[src/rtl/sst_tracker.sv]
module sst_tracker #(
  parameter int NODES   = 4,
  parameter int SELF_ID = 0,
  parameter int HOME_ID = NODES - 1,
  localparam int NID_W  = (NODES > 1) ? $clog2(NODES) : 1
) (
  input  logic             clk,
  input  logic             rst_n,
  input  logic             req_valid,
  input  logic             req_rfo,
  output logic             req_ready,
  output logic             snp_valid,
  output logic             snp_rfo,
  input  logic             resp_valid,
  input  logic [NID_W-1:0] resp_src,
  input  logic [1:0]       resp_kind,
  input  logic             resp_data,
  input  logic             peer_req_valid,
  input  logic [NID_W-1:0] peer_req_src,
  output logic             ph2_valid,
  output logic             ph2_cancel,
  output logic [NODES-1:0] ph2_conflicts,
  input  logic             home_valid,
  input  logic             home_data,
  input  logic             home_fwd,
  input  logic [NID_W-1:0] home_fwd_node,
  input  logic             home_wait,
  input  logic [NID_W-1:0] home_wait_node,
  input  logic             use_done,
  output logic             dack_valid,
  output logic [NID_W-1:0] dack_dst,
  output logic             fwd_valid,
  output logic [NID_W-1:0] fwd_dst,
  output logic             data_ready,
  output logic             global_obs,
  output logic [2:0]       line_state
);
  localparam logic [NODES-1:0] ONE  = {{(NODES-1){1'b0}}, 1'b1};
  localparam logic [NODES-1:0] NEED = ~(ONE << SELF_ID) & ~(ONE << HOME_ID);
  localparam logic [2:0] LS_I = 3'd0, LS_S = 3'd1, LS_E = 3'd2, LS_F = 3'd3, LS_M = 3'd4;
  localparam logic [1:0] K_SACK = 2'd1, K_CNFL = 2'd2;

  typedef enum logic [2:0] {S_IDLE, S_SNOOP, S_PH2, S_HOME, S_WAITD, S_FWD} st_t;
  st_t st;

  logic             rfo_q, shared_q, have_data, fwd_pend;
  logic [NODES-1:0] got, cnfl;
  logic [NID_W-1:0] supplier, fwd_node, wait_node;
  logic             snp_q, dack_q, fwd_q, rdy_q, go_q;
  logic [NID_W-1:0] dack_dst_q, fwd_dst_q;
  logic [2:0]       ls_q;

  wire [NODES-1:0] src_bit  = ONE << resp_src;
  wire [NODES-1:0] peer_bit = ONE << peer_req_src;
  wire             resp_hit = resp_valid && ((NEED & src_bit & ~got) != '0);
  wire [NODES-1:0] got_nx   = resp_hit ? (got | src_bit) : got;
  wire             cnfl_rsp = resp_hit && (resp_kind == K_CNFL);

  assign req_ready     = (st == S_IDLE);
  assign snp_valid     = snp_q;
  assign snp_rfo       = rfo_q;
  assign ph2_valid     = (st == S_PH2);
  assign ph2_cancel    = have_data;
  assign ph2_conflicts = cnfl;
  assign dack_valid    = dack_q;
  assign dack_dst      = dack_dst_q;
  assign fwd_valid     = fwd_q;
  assign fwd_dst       = fwd_dst_q;
  assign data_ready    = rdy_q;
  assign global_obs    = go_q;
  assign line_state    = ls_q;

  always_ff @(posedge clk or negedge rst_n) begin
    if (!rst_n) begin
      st <= S_IDLE;
      rfo_q <= 1'b0; shared_q <= 1'b0; have_data <= 1'b0; fwd_pend <= 1'b0;
      got <= '0; cnfl <= '0;
      supplier <= '0; fwd_node <= '0; wait_node <= '0;
      snp_q <= 1'b0; dack_q <= 1'b0; fwd_q <= 1'b0;
      dack_dst_q <= '0; fwd_dst_q <= '0;
      rdy_q <= 1'b0; go_q <= 1'b0; ls_q <= LS_I;
    end else begin
      snp_q  <= 1'b0;
      dack_q <= 1'b0;
      fwd_q  <= 1'b0;
      case (st)
        S_IDLE: if (req_valid) begin
          st <= S_SNOOP;
          rfo_q <= req_rfo;
          got <= '0; cnfl <= '0;
          shared_q <= 1'b0; have_data <= 1'b0; fwd_pend <= 1'b0;
          snp_q <= 1'b1;
          go_q <= 1'b0; rdy_q <= 1'b0; ls_q <= LS_I;
        end
        S_SNOOP: begin
          got  <= got_nx;
          cnfl <= cnfl | (cnfl_rsp ? src_bit : '0) | (peer_req_valid ? peer_bit : '0);
          if (resp_hit && resp_kind == K_SACK) shared_q <= 1'b1;
          if (resp_hit && resp_data && !have_data) begin
            have_data <= 1'b1;
            supplier  <= resp_src;
            rdy_q     <= 1'b1;
            ls_q      <= rfo_q ? LS_M : LS_F;
          end
          if (got_nx == NEED) st <= S_PH2;
        end
        S_PH2: st <= S_HOME;
        S_HOME: if (home_valid) begin
          go_q      <= 1'b1;
          fwd_pend  <= home_fwd;
          fwd_node  <= home_fwd_node;
          wait_node <= home_wait_node;
          if (have_data) begin
            dack_q     <= 1'b1;
            dack_dst_q <= supplier;
          end else if (home_data) begin
            rdy_q <= 1'b1;
            ls_q  <= rfo_q ? LS_M : (shared_q ? LS_F : LS_E);
          end
          if (home_wait && !have_data && !home_data) st <= S_WAITD;
          else if (home_fwd)                        st <= S_FWD;
          else                                      st <= S_IDLE;
        end
        S_WAITD: if (resp_valid && resp_data && resp_src == wait_node) begin
          rdy_q      <= 1'b1;
          ls_q       <= rfo_q ? LS_M : LS_F;
          dack_q     <= 1'b1;
          dack_dst_q <= resp_src;
          st         <= fwd_pend ? S_FWD : S_IDLE;
        end
        S_FWD: if (use_done) begin
          fwd_q     <= 1'b1;
          fwd_dst_q <= fwd_node;
          ls_q      <= rfo_q ? LS_I : LS_S;
          if (rfo_q) rdy_q <= 1'b0;
          st <= S_IDLE;
        end
        default: st <= S_IDLE;
      endcase
    end
  end
endmodule

[config.mk]
export PLATFORM = sky130hd
export DESIGN_NAME = sst_tracker
export DESIGN_NICKNAME = d
export VERILOG_FILES = /design/src/rtl/sst_tracker.sv
export SDC_FILE = /design/constraint.sdc
export NUM_CORES = 1
export LEC_CHECK = 0
export BUFFER_PORTS_ARGS = -buffer_cell sky130_fd_sc_hd__buf_2
export CORE_MARGIN = 2
export CORE_UTILIZATION = 55
export CTS_CLUSTER_SIZE = 24
export DETAILED_ROUTE_END_ITERATION = 12
export MAX_ROUTING_LAYER = met4
export PLACE_DENSITY = 0.89
export SLEW_MARGIN = 20
export SYNTH_ARGS = -nofsm -noshare
export SYNTH_HDL_FRONTEND = slang
export SYNTH_SLANG_ARGS = --single-unit
export TNS_END_PERCENT = 20
[constraint.sdc]
create_clock -name clk -period 3.9 [get_ports clk]
set_input_delay 0.975 -clock clk [delete_from_list [all_inputs] [get_ports clk]]
set_output_delay 0.975 -clock clk [all_outputs]
set_load 0.1 [all_outputs]
After elaboration in Yosys (flattened, before gate mapping)

Cells that the tools add are included.

Word-level logic and storage cells: 129
Register bits after elaboration: 33
Output and inout port bits: 20

Reduce and logical (&&, ||, !) cells: 29
Muxes and demuxes: 55
Equality and inequality tests: 20
Bitwise logic cells: 5
Shift operators: 2

Operators with widths:

| kind                                                              | number |
|---|---|
| 3-bit 2-to-1 mux                                                  | 17 |
| 2-bit != test, second input constant                              | 11 |
| 1-bit 2-to-1 mux                                                  | 20 |
| 3-bit one-hot mux with 6 select lines                             | 1 |
| 4-bit 2-to-1 mux                                                  | 4 |
| 4-bit one-hot mux with 2 select lines                             | 2 |
| 3-bit one-hot mux with 5 select lines                             | 1 |
| 4-bit OR                                                          | 3 |
| 1-bit one-hot mux with 2 select lines                             | 5 |
| 2-bit AND reduction                                               | 5 |
| 1-bit logical AND                                                 | 9 |
| 3-bit AND reduction                                               | 3 |
| 9-bit AND reduction                                               | 1 |
| 8-bit AND reduction                                               | 1 |
| 1-bit by 2-bit left shift with 4-bit output, first input constant | 2 |
| 3-bit by 2-bit == test with 1-bit output, second input constant   | 2 |
| 3-bit == test, second input constant                              | 2 |
| 2-bit 2-to-1 mux                                                  | 3 |
| 2-bit nonzero test                                                | 3 |
| 1-bit one-hot mux with 5 select lines                             | 1 |
| 5-bit AND reduction                                               | 1 |
| 5-bit nonzero test                                                | 1 |
| 3-bit by 4-bit AND with 4-bit output                              | 1 |
| 4-bit by 3-bit == test with 1-bit output, second input constant   | 1 |
| other kinds (10)                                                  | 11 |

Logic depth before layout (Yosys ltp)

Depth in word-level cells: 9
Depth in mapped cells: 6

Least setup slack after synthesis

Ideal clock, no wire load.

Path kind: reg-to-output
From: register st[1]
To: output req_ready
Arrival: 2.727 ns
Path slack: 0.198 ns
Cell stages (with the launch flop): 3
Data required time: 2.925 ns
Cells stage by stage: dfrtp_1 buf_2 nor3_1

Word-level cells in the longest chain between the ends: 1

Ends and longest elaborated chain:

| item                     | RTL line | text |
|---|---|---|
| start: declaration       | 44       | `st_t st;` |
| start signal: assignment | 129      | `st <= fwd_pend ? S_FWD : S_IDLE;` |
| 3-bit logical NOT        | 59       | `assign req_ready = (st == S_IDLE);` |
| end: declaration         | 11       | `output logic req_ready,` |

Every way passes these cells.

Worst setup path after layout

Ends and elaborated chain as after synthesis.

==> metrics <==
outcome complete, no violations; root buf cell clkbuf_4; HP Class flop to flop; clk_lat worst skew 0.34 ns; I/O pin cnt 42; largest net degree at the start of global routing 34; Mapped Avg Cell Area 9.96 sq um; kind of critical path flop to output port; Yosys reg bits 33; final hold viol count 0; YS warnings 0; crit share post-route 68.9%; share of post-route cells with drive strength above 1 29.6%; Critical Path Start Type flop; routability cong. 0.841; number of hold buffers added after cts 0; crit path capture type output port; max_slew headroom 51.3%; drt first-iter violations 104; Post-Route WL 3490 um; maximum net fanout on the critical path 15; Worst Hold Path EP fwd_node[1]$_DFFE_PN0P_; hold path cells 2; # DRC 0; WP data required 2.92 ns; Synth area leader dfrtp_1; Clock Sinks 33; cells after synthesis 161; RSZ-0062 raised after global routing no; I/O Buffers 41; Setup WS pre-CTS 1.23 ns; ant diodes 0; maxcap violations 0; Post-CTS Resized 0; synthesized cell area 1600 sq um; worst path buffer plus inverter count 1; via count 1393; Syn Nets 183; top cell type's share of synthesized area 51.5%; Worst-path clk slew 0.11 ns; GRT overflow 0; fraction of registers with async set/reset 100%; main area contributors after synthesis dfrtp_1 52%, nand2_1 6.3%, mux2_2 3.5%, nor2_1 3.5%, mux2i_1 2.5%; Worst R2R Start st[1]$_DFFE_PN0P_; cts bufs inserted 5; antenna viol nets, final 0; post-route minimum period 2.69 ns; nets 227; RR Endpoint dack_dst[0]$_DFFE_PN0P_; Core Region 2760 sq um; Starting Density 58.1%; hold path start fwd_node[1]$_DFFE_PN0P_; H-tree depth 2; CTS Buffer Depth 2; slowest stage delay, CP 0.56 ns; Final setup viols 0; Netlist cell types 44; Worst Path Arrival 1.71 ns; area delta synth->final 19.3%; die area 3360 sq um; post-synthesis sequential area ratio 51.5%; final slew viol count 0; Setup Fix Bufs, Post-CTS 0; Worst path slowest cell dfrtp_1; Die W 58.0 um; TritonCTS clock tree built; post-route setup TNS 0 ns; antenna violations before repair 0; R2R Setup Slk 1.84 ns; first-pass GRT wire length 5800 um; number of synthesized flops with an enable pin 0; Final WS setup 1.21 ns; row count 19; Synth Flop Type dfrtp_1; post-DP HPWL 2620 um; 1st-pass router iterations 4; vias in the first global route 1269; CP Cell Sequence nor3_1 > buf_2; Hold Slack 0.484 ns; GRT Total Usage 23.6%; Die Y 58.0 um; WL per Instance 14.7 um; Slew @ Worst Pin 0.731 ns; Clock Skew 0.0103 ns; delay-heaviest family, CP flip-flops; worst r2r path cells 4; FMAX 372 MHz; drt via density 5.88
## state kept, by name (all words and copies together), names as in the netlist
name / flops
got: 4
ph2_conflicts: 4
line_state: 3
st: 3
dack_dst: 2
fwd_dst: 2
fwd_node: 2
supplier: 2
wait_node: 2
dack_valid: 1
data_ready: 1
fwd_pend: 1
fwd_valid: 1
global_obs: 1
ph2_cancel: 1
shared_q: 1
snp_rfo: 1
snp_valid: 1
## synth_stat cells (3+ instances only)
| master | count |
|---|---|
| a21oi_1 | 6 |
| and2_1 | 3 |
| buf_2 | 4 |
| dfrtp_1 | 33 |
| inv_1 | 9 |
| mux2_2 | 5 |
| mux2i_1 | 4 |
| nand2_1 | 27 |
| nor2_1 | 15 |
| nor3_1 | 4 |
| o21ai_0 | 7 |
## tightest hold or removal path: cells and delay by family, from the launching register on
family,cells,cell delay (ns)
simple gates,2,0.10
flops,1,0.36
## logic make-up after synthesis
family                    count (synthesis)  synth area share (%)
xor gates and xnor gates                  2                  1.09
buffers and inverters                    15                  3.82
muxes                                    10                  6.71
DFF                                      33                  51.5
AOI/OAI and AO/OA                        34                  15.5
and+or+nand+nor                          67                  21.4
## worst max-delay path by stage
| stage | to | cells after the start | startpoint | slack [ns] |
|---|---|---|---|---|
| final | req_ready | 2 | st[1]$_DFFE_PN0P_ | 1.21 |
| after CTS | req_ready | 2 | st[2]$_DFFE_PN0P_ | 1.19 |
| after floorplan | req_ready | 2 | st[1]$_DFFE_PN0P_ | 0.20 |
| after global placement | line_state[0]$_DFFE_PN0P_ | 6 | resp_src[0] | 1.29 |
| after global routing | req_ready | 2 | st[1]$_DFFE_PN0P_ | 1.08 |
| after detailed placement | line_state[0]$_DFFE_PN0P_ | 6 | resp_src[0] | 1.23 |
## per-stage QoR
| step | cells | util (%) | instance area [sq um] |
|---|---|---|---|
| after floorplan | 161 | - | 1600 |
| after global placement | 229 | 66.2 | 1830 |
| after detailed placement | 229 | 66.2 | 1830 |
| after CTS | 237 | 69.3 | 1910 |
| after global routing | 237 | 69.3 | 1910 |
| final | 237 | 69.3 | 1910 |
## final cells by class
class	instances	area, sq um
clock inverter	1	30.0
fill	215	846
timing repair buffer	41	205
inverter	11	41.3
sequential	33	826
clock buffer	7	55.1
multi-input combinational	113	716
tap	31	38.8
## layer usage
metal	GRT usage, %	wire (um)	up-vias
met5	-	0	-
met4	5.98	31	0
met3	7.14	338	4
met2	36.0	1660	69
met1	31.1	1460	662
li1	-	-	658
## placed cells by master, fill, tap and decap left out, drive strengths merged, types with 3 or more instances in the layout
| cell | instances |
|---|---|
| buf | 41 |
| dfrtp | 33 |
| nand2 | 27 |
| nor2 | 15 |
| inv | 10 |
| o21ai | 7 |
| clkbuf | 7 |
| a21oi | 6 |
| mux2 | 6 |
| nor3 | 6 |
| mux2i | 4 |
| and2 | 3 |
| nor3b | 3 |
| o22ai | 3 |
| and3b | 3 |
Power is not shown: default switching activity piles up to over one toggle a cycle in this logic, so the estimate is an artifact.
